### src/rtl/e5m2_pkg.sv
`timescale 1ns/1ps
package e5m2_pkg;
  localparam int SRC_W   = 32;
  localparam int DST_W   = 8;
  localparam int EXP_W   = 8;
  localparam int MAN_W   = 23;
  localparam int E5_W    = 5;

  localparam logic [EXP_W-1:0] REBIAS     = 8'h70;
  localparam logic [EXP_W-1:0] SNAP_LO    = 8'h6E;
  localparam logic [EXP_W-1:0] SNAP_MID   = 8'h6F;
  localparam logic [EXP_W-1:0] SNAP_HI    = 8'h70;
  localparam logic [EXP_W-1:0] EXP_LIMIT  = 8'h8E;
  localparam logic [EXP_W-1:0] EXP_SPEC   = 8'hFF;

  localparam logic [MAN_W:0] QUARTER = 24'h200000;
  localparam logic [MAN_W:0] HALF    = 24'h400000;
  localparam logic [MAN_W:0] THREEQ  = 24'h600000;
  localparam logic [MAN_W:0] ONE     = 24'h800000;

  localparam logic [31:0] RND_BASE  = 32'h000FFFFF;
  localparam logic [31:0] OVF_EDGE  = 32'h0F700000;
  localparam logic [31:0] SAT_WORD  = 32'h0F7FFFFF;
  localparam logic [31:0] QNAN_WORD = 32'h0FC00000;

  typedef enum logic { SRC_FP32 = 1'b0, SRC_BF16 = 1'b1 } src_fmt_e;
endpackage

### src/rtl/e5m2_lane.sv
`timescale 1ns/1ps
module e5m2_lane
  import e5m2_pkg::*;
(
  input  logic [SRC_W-1:0] src,
  input  logic             fmt,
  output logic [DST_W-1:0] dst
);
  logic [SRC_W-1:0] wide;
  logic             sgn;
  logic [EXP_W-1:0] ex;
  logic [MAN_W-1:0] mn;
  logic [EXP_W-1:0] ex_diff;
  logic [E5_W-1:0]  e5;
  logic [MAN_W:0]   mn_snap;
  logic [31:0]      sig;
  logic [31:0]      rnd;
  logic [31:0]      mag;
  logic             is_nan, is_sat;
  logic             unused_low;

  // bfloat16 is single precision with the low half cleared; the rounding
  // constant's low 16 ones never carry, so one datapath serves both formats
  assign wide = (src_fmt_e'(fmt) == SRC_BF16) ? {src[31:16], 16'h0000} : src;
  assign sgn  = wide[31];
  assign ex   = wide[30:23];
  assign mn   = wide[22:0];

  assign ex_diff = ex - REBIAS;
  assign e5      = (ex < SNAP_HI + 8'd1) ? '0 : ex_diff[E5_W-1:0];

  always_comb begin
    if (ex < SNAP_LO)
      mn_snap = '0;
    else if (ex == SNAP_LO)
      mn_snap = (mn != '0) ? QUARTER : '0;
    else if (ex == SNAP_MID)
      mn_snap = ({1'b0, mn} >= HALF) ? HALF : QUARTER;
    else if (ex == SNAP_HI) begin
      if ({1'b0, mn} <= QUARTER)      mn_snap = HALF;
      else if ({1'b0, mn} < THREEQ)   mn_snap = THREEQ;
      else                            mn_snap = ONE;
    end else
      mn_snap = {1'b0, mn};
  end

  assign sig    = ({27'b0, e5} << MAN_W) | {8'b0, mn_snap};
  assign rnd    = sig + RND_BASE + {31'b0, sig[21]};
  assign is_nan = (ex == EXP_SPEC) && (mn != '0);
  assign is_sat = (ex > EXP_LIMIT) || (sig >= OVF_EDGE);

  always_comb begin
    if (is_nan)      mag = QNAN_WORD;
    else if (is_sat) mag = SAT_WORD;
    else             mag = rnd;
  end

  assign dst        = {sgn, mag[27:21]};
  assign unused_low = ^{mag[31:28], mag[20:0]};
endmodule

### src/rtl/e5m2_stage.sv
`timescale 1ns/1ps
module e5m2_stage #(
  parameter int W = 32
) (
  input  logic         clk,
  input  logic         rst_n,
  input  logic         up_valid,
  output logic         up_ready,
  input  logic [W-1:0] up_data,
  output logic         dn_valid,
  input  logic         dn_ready,
  output logic [W-1:0] dn_data
);
  logic         full_q;
  logic [W-1:0] data_q;

  assign up_ready = !full_q || dn_ready;
  assign dn_valid = full_q;
  assign dn_data  = data_q;

  always_ff @(posedge clk) begin
    if (!rst_n) begin
      full_q <= 1'b0;
      data_q <= '0;
    end else if (up_valid && up_ready) begin
      full_q <= 1'b1;
      data_q <= up_data;
    end else if (dn_ready) begin
      full_q <= 1'b0;
    end
  end

  AST_HOLD_STALL: assert property (@(posedge clk) disable iff (!rst_n)
    dn_valid && !dn_ready |=> dn_valid && $stable(dn_data)) else $error("hold");
  AST_ACCEPT_NEXT: assert property (@(posedge clk) disable iff (!rst_n)
    up_valid && up_ready |=> dn_valid) else $error("latency");
  AST_DRAIN_EMPTY: assert property (@(posedge clk) disable iff (!rst_n)
    dn_valid && dn_ready && !up_valid |=> !dn_valid) else $error("drain");
endmodule

### src/rtl/e5m2_pack_cvt.sv
`timescale 1ns/1ps
module e5m2_pack_cvt
  import e5m2_pkg::*;
#(
  parameter int LANES = 4
) (
  input  logic                   clk,
  input  logic                   rst_n,
  input  logic                   in_valid,
  output logic                   in_ready,
  input  logic                   in_mode,
  input  logic [LANES*SRC_W-1:0] in_data,
  output logic                   out_valid,
  input  logic                   out_ready,
  output logic [LANES*DST_W-1:0] out_data
);
  localparam int OUT_W = LANES * DST_W;

  logic [OUT_W-1:0] conv;
  logic             accept;

  assign accept = in_valid && in_ready;

  for (genvar l = 0; l < LANES; l++) begin : g_lane
    e5m2_lane u_lane (
      .src (in_data[l*SRC_W +: SRC_W]),
      .fmt (in_mode),
      .dst (conv[l*DST_W +: DST_W])
    );

    AST_SIGN_KEEP: assert property (@(posedge clk) disable iff (!rst_n)
      accept |=> out_data[l*DST_W+7] == $past(in_data[l*SRC_W+31])) else $error("sign");
    AST_INF_SAT: assert property (@(posedge clk) disable iff (!rst_n)
      accept && in_data[l*SRC_W+23 +: 8] == 8'hFF && in_data[l*SRC_W+16 +: 7] == 7'h0
      && (in_mode || in_data[l*SRC_W +: 16] == 16'h0)
      |=> out_data[l*DST_W +: 7] == 7'h7B) else $error("sat");
    AST_NAN_QUIET: assert property (@(posedge clk) disable iff (!rst_n)
      accept && !in_mode && in_data[l*SRC_W+23 +: 8] == 8'hFF && in_data[l*SRC_W +: 23] != 23'h0
      |=> out_data[l*DST_W +: 7] == 7'h7E) else $error("nan");
    AST_TINY_ZERO: assert property (@(posedge clk) disable iff (!rst_n)
      accept && in_data[l*SRC_W+23 +: 8] < 8'h6E
      |=> out_data[l*DST_W +: 7] == 7'h00) else $error("tiny");
  end

  e5m2_stage #(.W(OUT_W)) u_stage (
    .clk      (clk),
    .rst_n    (rst_n),
    .up_valid (in_valid),
    .up_ready (in_ready),
    .up_data  (conv),
    .dn_valid (out_valid),
    .dn_ready (out_ready),
    .dn_data  (out_data)
  );
endmodule

### config.mk
export PLATFORM = sky130hd
export DESIGN_NAME = e5m2_pack_cvt
export DESIGN_NICKNAME = d
export VERILOG_FILES = /design/src/rtl/e5m2_pkg.sv /design/src/rtl/e5m2_lane.sv /design/src/rtl/e5m2_stage.sv /design/src/rtl/e5m2_pack_cvt.sv
export SDC_FILE = /design/constraint.sdc
export NUM_CORES = 1
export LEC_CHECK = 0
export ABC_AREA = 1
export BUFFER_PORTS_ARGS = -buffer_cell sky130_fd_sc_hd__buf_2
export CORE_AREA = 2 2 129 131
export CTS_BUF_LIST = sky130_fd_sc_hd__clkbuf_4 sky130_fd_sc_hd__clkbuf_8 sky130_fd_sc_hd__clkbuf_16
export DETAILED_ROUTE_END_ITERATION = 8
export DIE_AREA = 0 0 131 133
export PLACE_DENSITY_LB_ADDON = 0.3
export SYNTH_ARGS = -nofsm -noshare
export SYNTH_HDL_FRONTEND = slang
export SYNTH_SLANG_ARGS = --single-unit
### constraint.sdc
create_clock -name clk -period 1.7 [get_ports clk]
set_clock_uncertainty 0.05 [all_clocks]
set_input_delay 0.17 -clock clk [delete_from_list [all_inputs] [get_ports clk]]
set_output_delay 0.17 -clock clk [all_outputs]
set_load 0.005 [all_outputs]
==> metrics.md <==
| Metric | Value |
|---|---|
| Final worst slack | 0.008657 ns |
| Initial DRC Count | 232 |
| Register area | approximately 660 um^2 |
| Util after Layout | roughly 41% |
| Pin count of the biggest net entering global routing | 25 |
| Reg clk slew, reported paths | roughly 0.050 ns |
| Top_reg_cell synth | dfxtp_1 |
| Peak VDD IR | 348.5 uV |
| DR pass1 iterations | 5 |
| Initial core utilization | 24.47% |
| Global-route wire length before repair | roughly 23000 um |
| Fin. max-slew vios | 0 |
| Placed insts | between 1000 and 1500 |
| Placer Congestion | slightly below 0.9 |
| Commonest cells after routing, fill and taps aside | buf_2, buf_4, nand2_1 |
| R2R Path Start | u_stage.dn_valid |
| Die height | about 130 um |
| Mapped Cells | between 700 and 800 |
| CP endpoint kind | flip-flop |
| Unique masters post-synth | 50 |
| Overall routing resource usage | between 10% and 20% |
| Final TNS setup | 0 ns |
| Fill cells | around 1800 |
| Placed cell areas | about 6200 um^2 |
| WP data required | 1.81 ns |
| R2R depth | 7 |
| Least-Margin Pin Slew | 0.3686 ns |
| Commonest non-fill, non-tap cell in the layout | buf_2 |
| Min Clock Period, post-route | about 1.7 ns |
| Layout Area Growth over Synthesis | 65.57% |
| Mapped Nets | 850 |
| ANT cells | 0 |
| # rows | between 40 and 50 |
| Final Setup Violations | 0 |
| Mapped Area | 3958 um^2 |
| Layout cell share with drive strength beyond 1 | approximately 40% |
| Fin nets | between 1000 and 1500 |
| Detailed-route wire length per cell | between 10 and 15 um |
| Pre-CTS WS | -0.4522 ns |
| Worst EP arrival | roughly 1.8 ns |
| ANT nets after route | 0 |
| Placed wire-length estimate | roughly 12000 um |
| FF-to-FF setup slack | 0.34 ns |
| P per Cell Area | approximately 460 nW/um^2 |
| Max-cap violations | 0 |
| Number of synthesized flops with an enable pin | 0 |
| I/O Buffers | between 150 and 200 |
| Grt total ovfl | 0 |
| Clock Path Buffers | 2 |
| Max frequency | around 0.59 GHz |
| Critical Path Fanout Max | 16 |
| Post-synthesis async set-or-reset flop share | 0% |
| Lkg Pwr | ~3.4 nW |
| Avg Synthesized Cell Area | 5.520 um^2 |
| Total number of vias | 5663 |
| Count of final hold-check violations | 0 |
| # H-tree levels | 2 |
| Hold Slack | about 0.1 ns |
| End of the critical path | u_stage.dn_data[4] |
| Final cycle utilization of the critical path | between 90% and 100% |
| Crit. Startpoint | in_mode |
| Initial antenna violation count | 0 |
| Num CTS Buffers | 5 |
| IO Count | about 170 |
| Unrepaired setup endpoints after global routing | yes |
| Die X | 131 um |
| Via/cell ratio | roughly 4.5 |
| Share of the yosys chip area belonging to registers | 16.69% |
| # DRC | 0 |
| WL final | between 10000 and 15000 um |
| Multi-input gate area | 2990 um^2 |
| Die Area | roughly 17000 um^2 |
| Status | finished, final reports clean |
| Final instance area | 6553 um^2 |
| Overall power consumption | around 3 mW |
| Post-Layout Cell Count | roughly 1300 |
| Max_slew headroom | around three quarters |
| Worst r2r dst | u_stage.dn_data[17] |
| #FFs+latches synth | 33 |
| Number of global-route vias before repair | about 5200 |
| Clk Latency, worst-skew pair | around 0.27 ns |
| Core Region | ~16000 um^2 |
| Worst hold path class | primary input to flip-flop |
| Crit Path Category | primary input to flip-flop |
| CTS tree | done |
| Synthesis Warnings | 0 |
| CTS sink count | 33 |
| CP startpoint kind | primary input |
| Root Buffer | clkbuf_16 |
==> area by class of cell <==
| cell class | instances | share of cell area, % |
|---|---|---|
| tap | 220 | 4.201 |
| inverter | 100 | 5.843 |
| timing repair buffer | 329 | 32.06 |
| clock buffer | 6 | 2.024 |
| multi-input combinational | 567 | 45.64 |
| sequential | 33 | 10.08 |
| clock inverter | 2 | 0.1528 |
==> power by group <==
group          internal [mW]  switching, mW  leakage, nW
Clock                  0.552          0.300       0.0740
Sequential             0.841         0.0306        0.274
Combinational          0.616          0.660         3.08
==> worst min-delay path by stage <==
stage,startpoint,to,slack [ns],cells past startpoint
2_1_floorplan,rst_n,u_stage.dn_data[12],0.26,2
6_report,in_data[95],u_stage.dn_data[23],0.10,3
4_1_cts,in_data[95],u_stage.dn_data[23],0.1,3
3_3_place_gp,in_data[31],u_stage.dn_data[7],0.38,3
3_5_place_dp,in_data[95],u_stage.dn_data[23],0.38,3
5_1_grt,in_data[63],u_stage.dn_data[15],0.1,3
==> worst max-delay path: stages <==
cell	delay [ns]
buf_6	0.10
inv_8	0.05
buf_6	0.13
buf_12	0.13
o21ai_4	0.06
nand2_1	0.07
nor2_1	0.10
nand3_1	0.11
nand2_1	0.11
nand2_2	0.07
nand3_4	0.09
nor2_4	0.05
nand2_2	0.09
nand2_4	0.06
a21oi_4	0.16
nand2_4	0.09
nor2_1	0.10
nor2_1	0.04
==> timing repair <==
action	CTS	global route
hold buffers	0	0
pin swaps	10	15
setup buffers	3	3
setup endpoints to repair	27	27
resized for setup	21	42
==> metal layers <==
metal / GRT usage (%) / up-vias / part of all wire (%)
li1: - / 3009 / -
met1: 20.23 / 2509 / 47
met2: 27.46 / 133 / 47
met3: 3.154 / 12 / 5.6
met4: 2.719 / 0 / 0.75
met5: 0 / - / 0
==> sequential cells by signal, summed over array words and instances (netlist names) <==
| register | flops |
|---|---|
| u_stage.dn_data | 32 |
| u_stage.dn_valid | 1 |
==> cell usage after synthesis, types with 6 or more instances <==
master / count / share of area (%)
a21oi_1: 31 / 3.9
clkbuf_1: 7 / 0.66
dfxtp_1: 33 / 17
nand2_1: 158 / 15
a31oi_1: 8 / 1.3
o21ai_0: 52 / 6.6
nand2_2: 6 / 0.95
nand3_1: 49 / 6.2
nor2_1: 133 / 13
inv_1: 94 / 8.9
nor3_1: 17 / 2.1
inv_2: 6 / 0.57
o2111ai_1: 9 / 2.0
nor2_2: 6 / 0.95
nand4_1: 25 / 4.0
o21ai_1: 11 / 1.4
xor2_1: 11 / 2.4
==> logic make-up after synthesis <==
group	count (synthesis)	share of synthesized area (%)
compound gates	139	21.59
buf+inv	117	12.01
simple gates	416	47.04
flops	33	16.69
xor+xnor	12	2.656
Power figures use the tool's default switching activity.
